**src/rtl/flash_seq_pkg.sv**
```systemverilog
package flash_seq_pkg;
  localparam logic [7:0] CMD_BUF_REQ   = 8'hE8;
  localparam logic [7:0] CMD_CONFIRM   = 8'hD0;
  localparam logic [7:0] CMD_CLR_STAT  = 8'h50;
  localparam logic [7:0] CMD_RD_ARRAY  = 8'hFF;
  localparam int         ST_READY_BIT  = 7;
  localparam int         ST_SEQERR_BIT = 4;

  typedef enum logic [3:0] {
    S_IDLE, S_XCMD, S_XRD, S_CNT, S_DAT, S_CFM, S_SRD, S_CLR, S_FF
  } seq_state_t;

  typedef enum logic [1:0] {OC_OK, OC_TMO, OC_ERR} outcome_t;

  typedef enum logic [1:0] {B_IDLE, B_SETUP, B_STROBE, B_HOLD} bus_state_t;
endpackage

```
**src/rtl/flash_range_check.sv**
```systemverilog
module flash_range_check #(
  parameter int ADDR_W    = 12,
  parameter int BLK_OFS_W = 6,
  parameter int CNT_W     = 4
) (
  input  logic [ADDR_W-1:0] blk_addr,
  input  logic [ADDR_W-1:0] start_addr,
  input  logic [CNT_W-1:0]  count_n,
  output logic              fits
);
  localparam int SUM_W = (BLK_OFS_W > CNT_W ? BLK_OFS_W : CNT_W) + 1;

  logic             same_blk;
  logic [SUM_W-1:0] last_ofs;

  always_comb begin
    same_blk = (start_addr[ADDR_W-1:BLK_OFS_W] == blk_addr[ADDR_W-1:BLK_OFS_W]);
    last_ofs = SUM_W'(start_addr[BLK_OFS_W-1:0]) + SUM_W'(count_n);
    fits     = same_blk && (last_ofs < SUM_W'(2**BLK_OFS_W));
  end
endmodule

```
**src/rtl/flash_bus_cycle.sv**
```systemverilog
module flash_bus_cycle
  import flash_seq_pkg::*;
#(
  parameter int ADDR_W     = 12,
  parameter int DATA_W     = 16,
  parameter int STROBE_CYC = 2
) (
  input  logic              clk,
  input  logic              rst,
  input  logic              go,
  input  logic              go_rd,
  input  logic [ADDR_W-1:0] go_addr,
  input  logic [DATA_W-1:0] go_data,
  output logic              cyc_done,
  output logic              st_ready,
  output logic              st_seqerr,
  output logic [ADDR_W-1:0] fl_addr,
  output logic [DATA_W-1:0] fl_dq_out,
  input  logic [DATA_W-1:0] fl_dq_in,
  output logic              fl_dq_oe,
  output logic              fl_ce_n,
  output logic              fl_we_n,
  output logic              fl_oe_n
);
  localparam int CW = $clog2(STROBE_CYC + 1);
  localparam logic [CW-1:0] LAST = CW'(STROBE_CYC - 1);

  bus_state_t    bst;
  logic          rd_q;
  logic [CW-1:0] cnt;

  always_ff @(posedge clk) begin
    if (rst) begin
      bst <= B_IDLE; rd_q <= 1'b0; cnt <= '0;
      fl_addr <= '0; fl_dq_out <= '0; fl_dq_oe <= 1'b0;
      fl_ce_n <= 1'b1; fl_we_n <= 1'b1; fl_oe_n <= 1'b1;
      cyc_done <= 1'b0; st_ready <= 1'b0; st_seqerr <= 1'b0;
    end else begin
      cyc_done <= 1'b0;
      case (bst)
        B_IDLE: if (go) begin
          fl_addr   <= go_addr;
          fl_dq_out <= go_data;
          rd_q      <= go_rd;
          fl_dq_oe  <= !go_rd;
          bst       <= B_SETUP;
        end
        B_SETUP: begin
          fl_ce_n <= 1'b0;
          if (rd_q) fl_oe_n <= 1'b0;
          else      fl_we_n <= 1'b0;
          cnt <= '0;
          bst <= B_STROBE;
        end
        B_STROBE: begin
          if (cnt == LAST) begin
            fl_ce_n <= 1'b1; fl_we_n <= 1'b1; fl_oe_n <= 1'b1;
            if (rd_q) begin
              st_ready  <= fl_dq_in[ST_READY_BIT];
              st_seqerr <= fl_dq_in[ST_SEQERR_BIT];
            end
            bst <= B_HOLD;
          end else begin
            cnt <= cnt + 1'b1;
          end
        end
        default: begin
          fl_dq_oe <= 1'b0;
          cyc_done <= 1'b1;
          bst      <= B_IDLE;
        end
      endcase
    end
  end

  a_r2_one_strobe: assert property (@(posedge clk) disable iff (rst)
    !(!fl_we_n && !fl_oe_n));
  a_r2_ce_with_strobe: assert property (@(posedge clk) disable iff (rst)
    (!fl_we_n || !fl_oe_n) |-> !fl_ce_n);
  a_r2_bus_stable: assert property (@(posedge clk) disable iff (rst)
    (!fl_ce_n && $past(!fl_ce_n)) |-> ($stable(fl_addr) && $stable(fl_dq_out)));
  a_r2_no_drive_on_read: assert property (@(posedge clk) disable iff (rst)
    !fl_oe_n |-> !fl_dq_oe);
endmodule

```
**src/rtl/flash_bufprog_seq.sv**
```systemverilog
module flash_bufprog_seq
  import flash_seq_pkg::*;
#(
  parameter int ADDR_W     = 12,
  parameter int DATA_W     = 16,
  parameter int CNT_W      = 4,
  parameter int BLK_OFS_W  = 6,
  parameter int POLL_W     = 8,
  parameter int STROBE_CYC = 2
) (
  input  logic              clk,
  input  logic              rst,
  input  logic              start,
  input  logic [ADDR_W-1:0] blk_addr,
  input  logic [ADDR_W-1:0] start_addr,
  input  logic [CNT_W-1:0]  count_n,
  input  logic [POLL_W-1:0] poll_limit,
  input  logic [DATA_W-1:0] wr_data,
  output logic              data_take,
  output logic              busy,
  output logic              done,
  output logic              timeout,
  output logic              error,
  output logic [ADDR_W-1:0] fl_addr,
  output logic [DATA_W-1:0] fl_dq_out,
  input  logic [DATA_W-1:0] fl_dq_in,
  output logic              fl_dq_oe,
  output logic              fl_ce_n,
  output logic              fl_we_n,
  output logic              fl_oe_n
);
  seq_state_t        st;
  outcome_t          oc;
  logic              fits, go, op_rd, eng_done, st_ready, st_seqerr;
  logic [ADDR_W-1:0] op_addr, blk_q, addr_q;
  logic [DATA_W-1:0] op_data;
  logic [CNT_W-1:0]  n_q, idx;
  logic [POLL_W-1:0] polls;

  flash_range_check #(.ADDR_W(ADDR_W), .BLK_OFS_W(BLK_OFS_W), .CNT_W(CNT_W)) u_chk (
    .blk_addr(blk_addr), .start_addr(start_addr), .count_n(count_n), .fits(fits));

  flash_bus_cycle #(.ADDR_W(ADDR_W), .DATA_W(DATA_W), .STROBE_CYC(STROBE_CYC)) u_bus (
    .clk(clk), .rst(rst), .go(go), .go_rd(op_rd), .go_addr(op_addr), .go_data(op_data),
    .cyc_done(eng_done), .st_ready(st_ready), .st_seqerr(st_seqerr),
    .fl_addr(fl_addr), .fl_dq_out(fl_dq_out), .fl_dq_in(fl_dq_in), .fl_dq_oe(fl_dq_oe),
    .fl_ce_n(fl_ce_n), .fl_we_n(fl_we_n), .fl_oe_n(fl_oe_n));

  assign busy = (st != S_IDLE);

  always_ff @(posedge clk) begin
    if (rst) begin
      st <= S_IDLE; oc <= OC_OK; go <= 1'b0; op_rd <= 1'b0;
      op_addr <= '0; op_data <= '0; blk_q <= '0; addr_q <= '0;
      n_q <= '0; idx <= '0; polls <= '0;
      done <= 1'b0; timeout <= 1'b0; error <= 1'b0; data_take <= 1'b0;
    end else begin
      go <= 1'b0; done <= 1'b0; timeout <= 1'b0; error <= 1'b0; data_take <= 1'b0;
      case (st)
        S_IDLE: if (start) begin
          if (!fits) begin
            error <= 1'b1;
          end else begin
            blk_q <= blk_addr; addr_q <= start_addr; n_q <= count_n;
            polls <= '0; idx <= '0;
            go <= 1'b1; op_rd <= 1'b0; op_addr <= blk_addr;
            op_data <= DATA_W'(CMD_BUF_REQ);
            st <= S_XCMD;
          end
        end
        S_XCMD: if (eng_done) begin
          go <= 1'b1; op_rd <= 1'b1; op_addr <= blk_q; st <= S_XRD;
        end
        S_XRD: if (eng_done) begin
          go <= 1'b1; op_rd <= 1'b0; op_addr <= blk_q;
          if (st_ready) begin
            op_data <= DATA_W'(n_q); st <= S_CNT;
          end else if (({1'b0, polls} + 1'b1) >= {1'b0, poll_limit}) begin
            op_data <= DATA_W'(CMD_RD_ARRAY); oc <= OC_TMO; st <= S_FF;
          end else begin
            polls <= polls + 1'b1;
            op_data <= DATA_W'(CMD_BUF_REQ); st <= S_XCMD;
          end
        end
        S_CNT: if (eng_done) begin
          go <= 1'b1; op_rd <= 1'b0; op_addr <= addr_q; op_data <= wr_data;
          data_take <= 1'b1; st <= S_DAT;
        end
        S_DAT: if (eng_done) begin
          go <= 1'b1; op_rd <= 1'b0;
          if (idx == n_q) begin
            op_addr <= blk_q; op_data <= DATA_W'(CMD_CONFIRM); st <= S_CFM;
          end else begin
            idx <= idx + 1'b1; addr_q <= addr_q + 1'b1;
            op_addr <= addr_q + 1'b1; op_data <= wr_data; data_take <= 1'b1;
          end
        end
        S_CFM: if (eng_done) begin
          go <= 1'b1; op_rd <= 1'b1; op_addr <= blk_q; st <= S_SRD;
        end
        S_SRD: if (eng_done) begin
          go <= 1'b1; op_addr <= blk_q;
          if (!st_ready) begin
            op_rd <= 1'b1;
          end else if (st_seqerr) begin
            op_rd <= 1'b0; op_data <= DATA_W'(CMD_CLR_STAT); oc <= OC_ERR; st <= S_CLR;
          end else begin
            op_rd <= 1'b0; op_data <= DATA_W'(CMD_RD_ARRAY); oc <= OC_OK; st <= S_FF;
          end
        end
        S_CLR: if (eng_done) begin
          go <= 1'b1; op_rd <= 1'b0; op_addr <= blk_q;
          op_data <= DATA_W'(CMD_RD_ARRAY); st <= S_FF;
        end
        default: if (eng_done) begin
          case (oc)
            OC_TMO:  timeout <= 1'b1;
            OC_ERR:  error   <= 1'b1;
            default: done    <= 1'b1;
          endcase
          st <= S_IDLE;
        end
      endcase
    end
  end

  a_r11_one_outcome: assert property (@(posedge clk) disable iff (rst)
    $onehot0({done, timeout, error}));
  a_r8_refuse: assert property (@(posedge clk) disable iff (rst)
    (!busy && start && !fits) |=> (error && !busy && fl_ce_n));
  a_r6_take_in_data: assert property (@(posedge clk) disable iff (rst)
    data_take |-> (st == S_DAT));
  a_r11_idle_quiet: assert property (@(posedge clk) disable iff (rst)
    !busy |-> fl_ce_n);
endmodule

```
**config.mk**
```make
export PLATFORM = sky130hd
export DESIGN_NAME = flash_bufprog_seq
export DESIGN_NICKNAME = d
export VERILOG_FILES = /design/src/rtl/flash_seq_pkg.sv /design/src/rtl/flash_range_check.sv /design/src/rtl/flash_bus_cycle.sv /design/src/rtl/flash_bufprog_seq.sv
export SDC_FILE = /design/constraint.sdc
export NUM_CORES = 1
export LEC_CHECK = 0
export ABC_AREA = 1
export BUFFER_PORTS_ARGS = -buffer_cell sky130_fd_sc_hd__buf_2
export CORE_MARGIN = 10
export CORE_UTILIZATION = 51
export CTS_BUF_LIST = sky130_fd_sc_hd__clkbuf_16
export DETAILED_ROUTE_END_ITERATION = 8
export PLACE_DENSITY = 0.74
export SKIP_LAST_GASP = 1
export SYNTH_ARGS = -nofsm -noshare
export SYNTH_HDL_FRONTEND = slang
export SYNTH_SLANG_ARGS = --single-unit
```
**constraint.sdc**
```tcl
create_clock -name clk -period 2 [get_ports clk]
set_input_delay 0.1 -clock clk [delete_from_list [all_inputs] [get_ports clk]]
set_output_delay 0.1 -clock clk [all_outputs]
set_load 0.02 [all_outputs]
```
==> flow_metrics.tcl <==
set metrics [dict create \
    internal-power_mw 5.03 \
    worst_pin_slew_ns 0.435 \
    setup_viol 16 \
    synth-seq-cells 120 \
    post_synth_mux_area_share_pct 0 \
    detail-route-antenna-nets 0 \
    drt-initial-drc-count 453 \
    finalWorstSetupSlack_ns -0.157 \
    clock_tree_from_tritoncts "built" \
    detailedPlacementHpwl_um 12400 \
    multi_input_area_um2 3420 \
    net_count_after_synthesis 995 \
    grt_first_pass_wirelength_um 28500 \
    route.vias.total 6277 \
    synth-compound-area-share_pct 15.4 \
    hold-worst-slack_ns -0.0173 \
    synth_cells 903 \
    via_count_of_the_first_global_routing_pass 6158 \
    period_needed_ns 2.16 \
    synth-edff-count 0 \
    synth.yosys.seq_area_share_pct 39.1 \
    critical_path.endpoint_type "flop" \
    cts_max_path_buffers 2 \
    place.gp.congestion 0.941 \
    nets 1144 \
    rsz0062_at_grt "yes" \
    clock_power_share_pct 42.0 \
    routedWlPerCell_um 14.5 \
    switching_share_pct 28.9 \
    finalHoldViolCount 1 \
    post-route-util_pct 67.6 \
    grt_max_degree 48 \
    synth_top_family_by_area "simple AND/OR/NAND/NOR gates" \
    worstSetupPathType "reg2reg" \
    wirelength_um 17500 \
    coreArea_um2 11900 \
    relSlewSlack_pct 71.0 \
    post_synth_xor_area_fraction_pct 2.71 \
    path_max_fanout 5 \
    fill_cells 1062 \
    worstSkewPairLatency_ns 0.42 \
    avgSynthCellArea_um2 6.80 \
    stdcell_area_um2 8050 \
    violations "hold timing, setup timing" \
    initial_utilization_pct 51.5 \
    chipHeight_um 130 \
    post_detailed_route_via_to_cell_ratio 5.18 \
    cp_data_required_time_ns 2.30 \
    antenna_found_initial 0 \
    share_seq_of_total_power_pct 37.6 \
    grt.overflow.total 0 \
    switchingPower_mw 2.05 \
    cts_made_buffers 17 \
    library_cell_used_as_clock_root_buffer "clkbuf_16" \
    io_buffer_count 93 \
    grt_util_all_layers_pct 21.0 \
    synth_flop_cell "dfxtp_1" \
    drt-pass1-iter-count 6 \
    place_area_um2 7040 \
    synthDistinctLibCells 41 \
    mapped_area_um2 6140 \
    rows 40 \
    setup.worst_path.start_class "flop" \
    vdd.ir_drop.worst_mv 0.532 \
    cts.clk_slew.worst_paths_ns 0.05 \
    yosys_warnings 0 \
    maxCapViolCount 0 \
    status "complete, but fails checks" \
    synthToLayoutAreaGrowth_pct 31.2 \
    postSynth.asyncResetShare_pct 0 \
    max_freq_mhz 464 \
    top_level_ports 108 \
    tritoncts_num_sinks 120 \
    antenna-diode-count 0 \
    die-area_um2 16800 \
    worstPathArrival_ns 2.45 \
    timing.final.crit_share_pct 108 \
    register_area_um2 2410 \
    remaining_drc_errors 0 \
    powerDensity_nw_per_um2 879 \
    synthSimpleGateAreaFrac_pct 29.6 \
    power_leakage_nw 3.76 \
    hp-class "in2reg" \
    comb_pwr_share_pct 20.4 \
    cts-htree-levels 4 \
    drive_gt1_share_pct 22.3 \
    yosys.area_share.adder_pct 4.28 \
    drv_slew 0 \
    die_x_um 130 \
    fin_worst_skew_ns 0.0111 \
]
path summary, 6_finish.rpt:
path | startpoint | to | slack, ns | depth (start not counted)
hold reg to reg | blk_q[0] | blk_q[0] | 0.45 | 2
setup reg to reg | polls[1] | polls[1] | -0.16 | 18
setup / recovery | polls[1] | polls[1] | -0.16 | 18
hold / removal | blk_addr[4] | blk_q[4] | -0.02 | 3
flip-flops by register name (all words and copies together), names as in the netlist, 8 cells and up:
name / cells
op_data: 16
op_addr: 12
addr_q: 12
u_bus.fl_dq_out: 16
polls: 8
blk_q: 12
u_bus.fl_addr: 12
area by class of cell:
class,instances,share of cell area (%)
Clock buffer,17,5.28
Clock inverter,14,1.79
Inverter,102,4.79
Multi-Input combinational cell,648,42.5
Sequential cell,120,30.0
Tap cell,147,2.28
Timing Repair Buffer,163,13.4
synthesized netlist by cell type, types with 2 or more instances:
cell type	count	area share [%]
a21oi_1	77	6.3
o21a_1	2	0.24
inv_1	96	5.9
nor2_4	4	0.73
or2_2	4	0.41
o21ai_2	2	0.29
nand3_1	55	4.5
buf_2	7	0.57
xnor2_1	2	0.29
nand2_1	221	14
xor2_1	17	2.4
buf_6	2	0.37
a31oi_1	3	0.31
buf_1	4	0.24
nand2_2	3	0.31
dfxtp_1	120	39
nor3_2	2	0.33
ha_1	21	4.3
nand4_1	8	0.82
inv_2	4	0.24
nor3_1	3	0.24
nor2_1	120	7.3
nor2_2	4	0.41
clkbuf_1	20	1.2
buf_4	2	0.24
o21ai_0	82	6.7
o211ai_1	4	0.49
cell families after synthesis:
| group | count (synthesis) |
|---|---|
| AOI/OAI and AO/OA | 178 |
| xor gates and xnor gates | 19 |
| adders and majority gates | 21 |
| buffers and inverters | 137 |
| DFF | 120 |
| and+or+nand+nor | 428 |
timing repair:
item / 4_1_cts / 5_1_grt
setup endpoints to repair: 16 / 53
pin swaps: 11 / 13
gates resized for setup: 25 / 24
hold buffers: 16 / 0
gates cloned: 1 / 1
endpoints found under the hold margin: 16 / 0
setup buffers: 4 / 2
worst max-delay path, stage by stage, from the launching register on:
cell     delay (ns)
dfxtp_4        0.36
buf_6          0.10
nand3_2        0.08
nor2_2         0.11
inv_1          0.06
o21ai_0        0.21
nand2_1        0.07
inv_1          0.08
ha_1           0.22
nand2_1        0.07
inv_1          0.05
nand2_1        0.06
nand2_2        0.06
nand2_4        0.08
nand2_4        0.09
nand2_8        0.11
nand3_1        0.09
nand2_1        0.10
nor2_1         0.04
stage by stage:
step	setup slack [ns]	cells	hold slack, ns	TNS, ns	total power [mW]
floorplan	0.00859	903	0.260	0	3.53
global placement	-0.130	1156	0.372	-1.76	3.97
detailed placement	-0.169	1156	0.378	-2.31	3.99
CTS	-0.115	1208	0.000215	-1.23	7.01
finish	-0.157	1211	-0.0173	-1.91	7.08
global route	-0.363	1211	0.0321	-5.33	7.40
per-layer routing:
| layer | vias up | global-route usage (%) | wire length [um] |
|---|---|---|---|
| met4 | 0 | 9.06 | 572 |
| met5 | - | 0 | 0 |
| li1 | 3204 | - | - |
| met1 | 2846 | 23.9 | 7140 |
| met2 | 179 | 36.6 | 8730 |
| met3 | 48 | 5.07 | 1070 |
layout by cell type, fill, tap and decap left out, types with 3 or more instances in the layout:
cell type and instances:
nor2_1 117, xor2_1 14, nand2_8 3, buf_2 93, o21ai_1 3, o21ai_0 79, nor3_1 3, buf_12 3
clkinv_1 3, dfxtp_1 116, o211ai_1 4, nand3_1 48, ha_4 3, buf_6 3, nand2_2 11, or2_2 4
nor2_4 7, nand2_1 208, nand2_4 4, nand3_2 6, nor2_2 5, buf_4 48, inv_1 99, a21oi_1 77
inv_2 5, clkbuf_16 17, nand4_1 8, dlygate4sd3_1 16, clkinv_2 3, bufinv_16 3, ha_1 18, xor2_2 3
power groups by stage:
stage	Combinational (mW)	Clock, mW	Sequential [mW]
4_1_cts	1.36	2.99	2.66
3_3_place_gp	1.27	0	2.70
2_1_floorplan	0.823	0	2.71
3_5_place_dp	1.29	0	2.70
5_1_grt	1.63	3.10	2.68
6_report	1.44	2.97	2.66
Note: power is estimated with default switching activity, not from simulation.
